**src/rtl/psram_cs_limiter_pkg.sv**
```systemverilog
package psram_cs_limiter_pkg;
  typedef enum logic [1:0] {
    PH_IDLE = 2'd0,
    PH_LOW  = 2'd1,
    PH_GAP  = 2'd2
  } phase_t;

  typedef struct packed {
    logic latchBank;
    logic loadCnt;
    logic decCnt;
    logic loadGap;
    logic decGap;
    logic capAddr;
  } strobe_t;
endpackage

```
**src/rtl/psram_cs_limiter_datapath.sv**
```systemverilog
module psram_cs_limiter_datapath
  import psram_cs_limiter_pkg::*;
#(
  parameter int NUM_BANKS = 4,
  parameter int CNT_W     = 16,
  parameter int ADDR_W    = 24,
  parameter int MIN_GAP   = 3,
  parameter int REG_W     = 32
) (
  input  logic                 clk,
  input  logic                 rstN,
  input  logic                 regWe,
  input  logic [REG_W-1:0]     regWdata,
  output logic [REG_W-1:0]     regRdata,
  input  logic [$clog2(NUM_BANKS)-1:0] accBank,
  input  logic                 accSync,
  input  logic [ADDR_W-1:0]    nextAddr,
  input  strobe_t              stb,
  output logic [$clog2(NUM_BANKS)-1:0] bank,
  output logic                 cntAtOne,
  output logic                 limitOn,
  output logic                 gapDone,
  output logic [ADDR_W-1:0]    resumeAddr
);
  localparam int BANK_W  = $clog2(NUM_BANKS);
  localparam int FIELD_W = CNT_W + NUM_BANKS;
  localparam int GAP_W   = $clog2(MIN_GAP + 1);

  logic [CNT_W-1:0]     cfgCount;
  logic [NUM_BANKS-1:0] cfgEnable;
  logic [CNT_W-1:0]     cnt;
  logic [GAP_W-1:0]     gapCnt;
  logic [BANK_W-1:0]    selBank;

  // Configuration register; only the defined fields are stored.
  always_ff @(posedge clk) begin
    if (!rstN) begin
      cfgCount  <= '0;
      cfgEnable <= '0;
    end else if (regWe) begin
      cfgCount  <= regWdata[CNT_W-1:0];
      cfgEnable <= regWdata[FIELD_W-1:CNT_W];
    end
  end

  always_comb begin
    regRdata = '0;
    regRdata[CNT_W-1:0]       = cfgCount;
    regRdata[FIELD_W-1:CNT_W] = cfgEnable;
  end

  // A fresh access uses the requested bank, a restart keeps the held one.
  assign selBank = stb.latchBank ? accBank : bank;

  always_ff @(posedge clk) begin
    if (!rstN) begin
      bank       <= '0;
      cnt        <= '0;
      limitOn    <= 1'b0;
      gapCnt     <= '0;
      resumeAddr <= '0;
    end else begin
      if (stb.latchBank) bank <= accBank;
      if (stb.loadCnt) begin
        cnt     <= cfgCount;
        limitOn <= (cfgCount != '0) && cfgEnable[selBank] && accSync;
      end else if (stb.decCnt && cnt != '0) begin
        cnt <= cnt - 1'b1;
      end
      if (stb.loadGap)     gapCnt <= GAP_W'(MIN_GAP - 1);
      else if (stb.decGap) gapCnt <= gapCnt - 1'b1;
      if (stb.capAddr) resumeAddr <= nextAddr;
    end
  end

  assign cntAtOne = (cnt == CNT_W'(1));
  assign gapDone  = (gapCnt == '0);
endmodule

```
**src/rtl/psram_cs_limiter_control.sv**
```systemverilog
module psram_cs_limiter_control
  import psram_cs_limiter_pkg::*;
#(
  parameter int NUM_BANKS = 4
) (
  input  logic                 clk,
  input  logic                 rstN,
  input  logic                 accReq,
  input  logic                 cntAtOne,
  input  logic                 limitOn,
  input  logic                 gapDone,
  input  logic [$clog2(NUM_BANKS)-1:0] bank,
  output strobe_t              stb,
  output logic [NUM_BANKS-1:0] csN,
  output logic                 pause,
  output logic                 resume
);
  phase_t phase, phaseNext;
  logic   resumeNext;

  always_comb begin
    stb        = '0;
    phaseNext  = phase;
    resumeNext = 1'b0;
    case (phase)
      PH_IDLE: begin
        if (accReq) begin
          stb.latchBank = 1'b1;
          stb.loadCnt   = 1'b1;
          phaseNext     = PH_LOW;
        end
      end
      PH_LOW: begin
        // A normal end wins over expiry in the same cycle.
        if (!accReq) begin
          phaseNext = PH_IDLE;
        end else if (limitOn && cntAtOne) begin
          stb.loadGap = 1'b1;
          stb.capAddr = 1'b1;
          phaseNext   = PH_GAP;
        end else begin
          stb.decCnt = 1'b1;
        end
      end
      PH_GAP: begin
        if (!gapDone) begin
          stb.decGap = 1'b1;
        end else if (accReq) begin
          stb.loadCnt = 1'b1;
          resumeNext  = 1'b1;
          phaseNext   = PH_LOW;
        end else begin
          phaseNext = PH_IDLE;
        end
      end
      default: phaseNext = PH_IDLE;
    endcase
  end

  always_ff @(posedge clk) begin
    if (!rstN) begin
      phase  <= PH_IDLE;
      resume <= 1'b0;
    end else begin
      phase  <= phaseNext;
      resume <= resumeNext;
    end
  end

  always_comb begin
    csN = '1;
    if (phase == PH_LOW) csN[bank] = 1'b0;
  end

  assign pause = (phase == PH_GAP);
endmodule

```
**src/rtl/psram_cs_limiter.sv**
```systemverilog
module psram_cs_limiter
  import psram_cs_limiter_pkg::*;
#(
  parameter int NUM_BANKS = 4,
  parameter int CNT_W     = 16,
  parameter int ADDR_W    = 24,
  parameter int MIN_GAP   = 3,
  parameter int REG_W     = 32
) (
  input  logic                 clk,
  input  logic                 rstN,
  input  logic                 regWe,
  input  logic [REG_W-1:0]     regWdata,
  output logic [REG_W-1:0]     regRdata,
  input  logic                 accReq,
  input  logic [$clog2(NUM_BANKS)-1:0] accBank,
  input  logic                 accSync,
  input  logic [ADDR_W-1:0]    nextAddr,
  output logic [NUM_BANKS-1:0] csN,
  output logic                 pause,
  output logic                 resume,
  output logic [ADDR_W-1:0]    resumeAddr
);
  strobe_t stb;
  logic [$clog2(NUM_BANKS)-1:0] bank;
  logic cntAtOne, limitOn, gapDone;

  psram_cs_limiter_datapath #(
    .NUM_BANKS(NUM_BANKS), .CNT_W(CNT_W), .ADDR_W(ADDR_W),
    .MIN_GAP(MIN_GAP), .REG_W(REG_W)
  ) dp (
    .clk(clk), .rstN(rstN), .regWe(regWe), .regWdata(regWdata),
    .regRdata(regRdata), .accBank(accBank), .accSync(accSync),
    .nextAddr(nextAddr), .stb(stb), .bank(bank), .cntAtOne(cntAtOne),
    .limitOn(limitOn), .gapDone(gapDone), .resumeAddr(resumeAddr)
  );

  psram_cs_limiter_control #(.NUM_BANKS(NUM_BANKS)) ctl (
    .clk(clk), .rstN(rstN), .accReq(accReq), .cntAtOne(cntAtOne),
    .limitOn(limitOn), .gapDone(gapDone), .bank(bank), .stb(stb),
    .csN(csN), .pause(pause), .resume(resume)
  );
endmodule

```
**config.mk**
```make
export PLATFORM = sky130hd
export DESIGN_NAME = psram_cs_limiter
export DESIGN_NICKNAME = d
export VERILOG_FILES = /design/src/rtl/psram_cs_limiter_pkg.sv /design/src/rtl/psram_cs_limiter_datapath.sv /design/src/rtl/psram_cs_limiter_control.sv /design/src/rtl/psram_cs_limiter.sv
export SDC_FILE = /design/constraint.sdc
export NUM_CORES = 1
export LEC_CHECK = 0
export BUFFER_PORTS_ARGS = -buffer_cell sky130_fd_sc_hd__buf_2
export CORE_MARGIN = 1
export CORE_UTILIZATION = 30
export CTS_BUF_LIST = sky130_fd_sc_hd__clkbuf_4 sky130_fd_sc_hd__clkbuf_8
export DETAILED_ROUTE_END_ITERATION = 16
export GPL_TIMING_DRIVEN = 0
export PLACE_DENSITY = 0.64
export SYNTH_ARGS = -nofsm -noshare
export SYNTH_HDL_FRONTEND = slang
export SYNTH_SLANG_ARGS = --single-unit
```
**constraint.sdc**
```tcl
create_clock -name clk -period 2.7 [get_ports clk]
set_input_delay 0.27 -clock clk [delete_from_list [all_inputs] [get_ports clk]]
set_output_delay 0.27 -clock clk [all_outputs]
set_load 0.03 [all_outputs]
```
==> qor.yml <==
status: "completed"
fin_worst_skew_ps: 9.33
drive_above_1_share_pct: 27.9
path_class: "reg2reg"
slew_headroom_pct: 50.6
avgSynthCellArea_sq_um: 8.29
clock_latency_ps: 350
root_buffer: "clkbuf_8"
synth_compound_area_share_pct: 13.5
regArea_sq_um: 1360
syn-cell-area_sq_um: 3060
drt_wl_total_microns: 8010
ios: 125
period_share_pct: 88.7
die-area_sq_um: 10600
cp-end-kind: "flop"
overflow: 0
post_cts_buffers: 0
nNetsFinal: 555
crit_fanout: 9
finalHoldViolations: 0
die_width_microns: 103
synth-seq-cells: 68
worst_pin_slew_ps: 736
cp.arrival_ps: 2660
synthArstFlopShare_pct: 0
grt_pass1_wl_microns: 12300
gp_congestion: 0.837
power_density_nw_per_um2: 587
rows: 36
yosys_warnings: 0
cts_tree: "built"
synthCells: 369
finalSetupViolations: 0
antenna_found_initial: 0
grt_max_degree: 12
num_vias: 2902
wl_per_cell_microns: 12.8
synthAdderAreaFrac_pct: 1.23
multiInputGateArea_sq_um: 1540
area_growth_pct: 29.4
critPathRequiredTime_ps: 2960
synth_edf_count: 0
yosys_most_used_dff: "dfxtp_1"
layout_setup_ws_ps: 305
clock-sinks: 68
synth_xor_area_share_pct: 0.572
clock_path_buffers: 2
synth_seq_area_share_pct: 44.5
cts_buffers: 9
diodes: 0
dpl_worst_slack_ps: 268
n_fill_cell: 1040
start_util_pct: 31.2
hp-class: "in2reg"
core_sq_um: 9820
dr.first_iter.drc_count: 132
vdd_drop_max_mv: 0.243
grt_pass1_vias: 2562
synth_cell_types: 48
fin_tns_setup_ps: 0
maxCapViolCount: 0
grt_setup_unrepaired: "no"
whs_ps: 150
antenna_left: 0
viasPerCell: 4.63
synth-simple-area-share_pct: 24.0
critPathLaunchType: "flop"
final_max_slew_viol_count: 0
max_clock_freq_mhz: 418
synth_top_family_by_area: "simple AND/OR/NAND/NOR gates"
track_usage_pct: 15.1
die_h_microns: 103
period_needed_ps: 2390
path_clk_slew_ps: 80
synth_mux_area_share_pct: 9.24
p_leak_nw: 1.76
postCtsHoldBufs: 0
hpwl_microns: 6010
dr.pass1.iters: 4
portBuffers: 98
drcViolationCount: 0
htree_levels: 3
layout make-up:
cell class,count,share of cell area [%]
plain buffers,32,4.30
clock buffers,12,3.70
clock inverters,4,1.23
inverters,10,0.948
multi-input cells,270,38.9
flip-flops and latches,68,34.4
well taps,133,4.20
repair buffers,98,12.4
per-stage QoR:
stage | utilization, % | instances | area, sq um | power (mW)
after floorplan | - | 380 | 3100 | 1.38
after global placement | 38.3 | 611 | 3760 | 1.49
after detailed placement | 38.3 | 611 | 3760 | 1.49
after CTS | 40.3 | 627 | 3950 | 2.34
after global routing | 40.3 | 627 | 3960 | 2.43
final | 40.3 | 627 | 3960 | 2.32
cells in the final DEF, fill, tap and decap left out, types with 4 or more instances in the layout:
| cell type | synthesis | routed |
|---|---|---|
| nand2b_1 | 4 | 4 |
| nor4_1 | 7 | 7 |
| clkbuf_1 | 18 | 18 |
| conb_1 | 1 | 12 |
| o21a_1 | 4 | 4 |
| buf_4 | 13 | 13 |
| clkbuf_8 | 0 | 9 |
| dfxtp_1 | 68 | 68 |
| a21oi_1 | 34 | 34 |
| nor3_1 | 20 | 20 |
| mux2i_1 | 26 | 26 |
| inv_1 | 9 | 9 |
| nand2_1 | 61 | 61 |
| o21ai_0 | 15 | 15 |
| buf_2 | 1 | 99 |
| or3_1 | 4 | 4 |
| nor2_1 | 30 | 30 |
where the power goes:
group	total [mW]	switching (mW)	internal, mW
registers	1.09	0.0459	1.04
logic	0.391	0.235	0.155
clock network	0.844	0.386	0.458
total	2.32	0.667	1.66
flip-flops by register name, summed over array words and instances, names as in the netlist:
signal,count
dp.bank,2
dp.cfgEnable,4
dp.gapCnt,2
dp.resumeAddr,24
dp.cfgCount,16
ctl.resume,1
dp.cnt,16
dp.limitOn,1
ctl.phase,2
final timing paths:
| path | start | end | slack [ps] | depth (start not counted) |
|---|---|---|---|---|
| min reg2reg | dp.resumeAddr[0] | dp.resumeAddr[0] | 450 | 2 |
| max reg2reg | dp.cnt[8] | dp.cnt[13] | 310 | 5 |
| max | dp.cnt[8] | dp.cnt[13] | 310 | 5 |
| min | nextAddr[13] | dp.resumeAddr[13] | 150 | 3 |
metal layers:
layer	wire, microns	up-vias	global-route usage [%]	part of all wire (%)
met5	0	-	0	0
met4	184	0	7.04	2.3
met3	327	17	3.19	4.1
met2	3950	85	25.1	49
met1	3540	1301	18.7	44
li1	-	1499	-	-
critical path, cell delays in order (launching register included):
cell	delay, ps
dfxtp_1	370
nor4_2	440
nand4_1	350
o21ai_1	690
o311ai_0	250
a31oi_1	220
repair_timing:
action                                 CTS  global route
endpoints found under the hold margin    0             0
setup endpoints to repair                0             1
gates resized for setup                  0             1
Yosys cell counts (3+ instances only):
cell type / n / area, sq um
nand2b_1: 4 / 25.0
o21ai_0: 15 / 75.1
clkbuf_1: 18 / 67.6
inv_1: 9 / 33.8
o21a_1: 4 / 30.0
ha_1: 3 / 37.5
or4_1: 3 / 22.5
or3_1: 4 / 25.0
or2_2: 3 / 18.8
nand4_1: 3 / 18.8
mux2i_1: 26 / 260
nor2b_1: 3 / 18.8
nand3_1: 3 / 15.0
nand2_1: 61 / 229
dfxtp_1: 68 / 1360
nor3_1: 20 / 100
nor2_1: 30 / 113
a31oi_1: 3 / 18.8
buf_4: 13 / 97.6
a21oi_1: 34 / 170
nor4_1: 7 / 43.8
a211oi_1: 3 / 22.5
logic make-up after synthesis:
| logic type | count (synthesis) |
|---|---|
| DFF | 68 |
| xor gates and xnor gates | 2 |
| adders and majority gates | 3 |
| buffers and inverters | 42 |
| muxes | 28 |
| AOI/OAI and AO/OA | 71 |
| other | 1 |
| and+or+nand+nor | 154 |
Note: power is estimated with default switching activity, not from simulation.
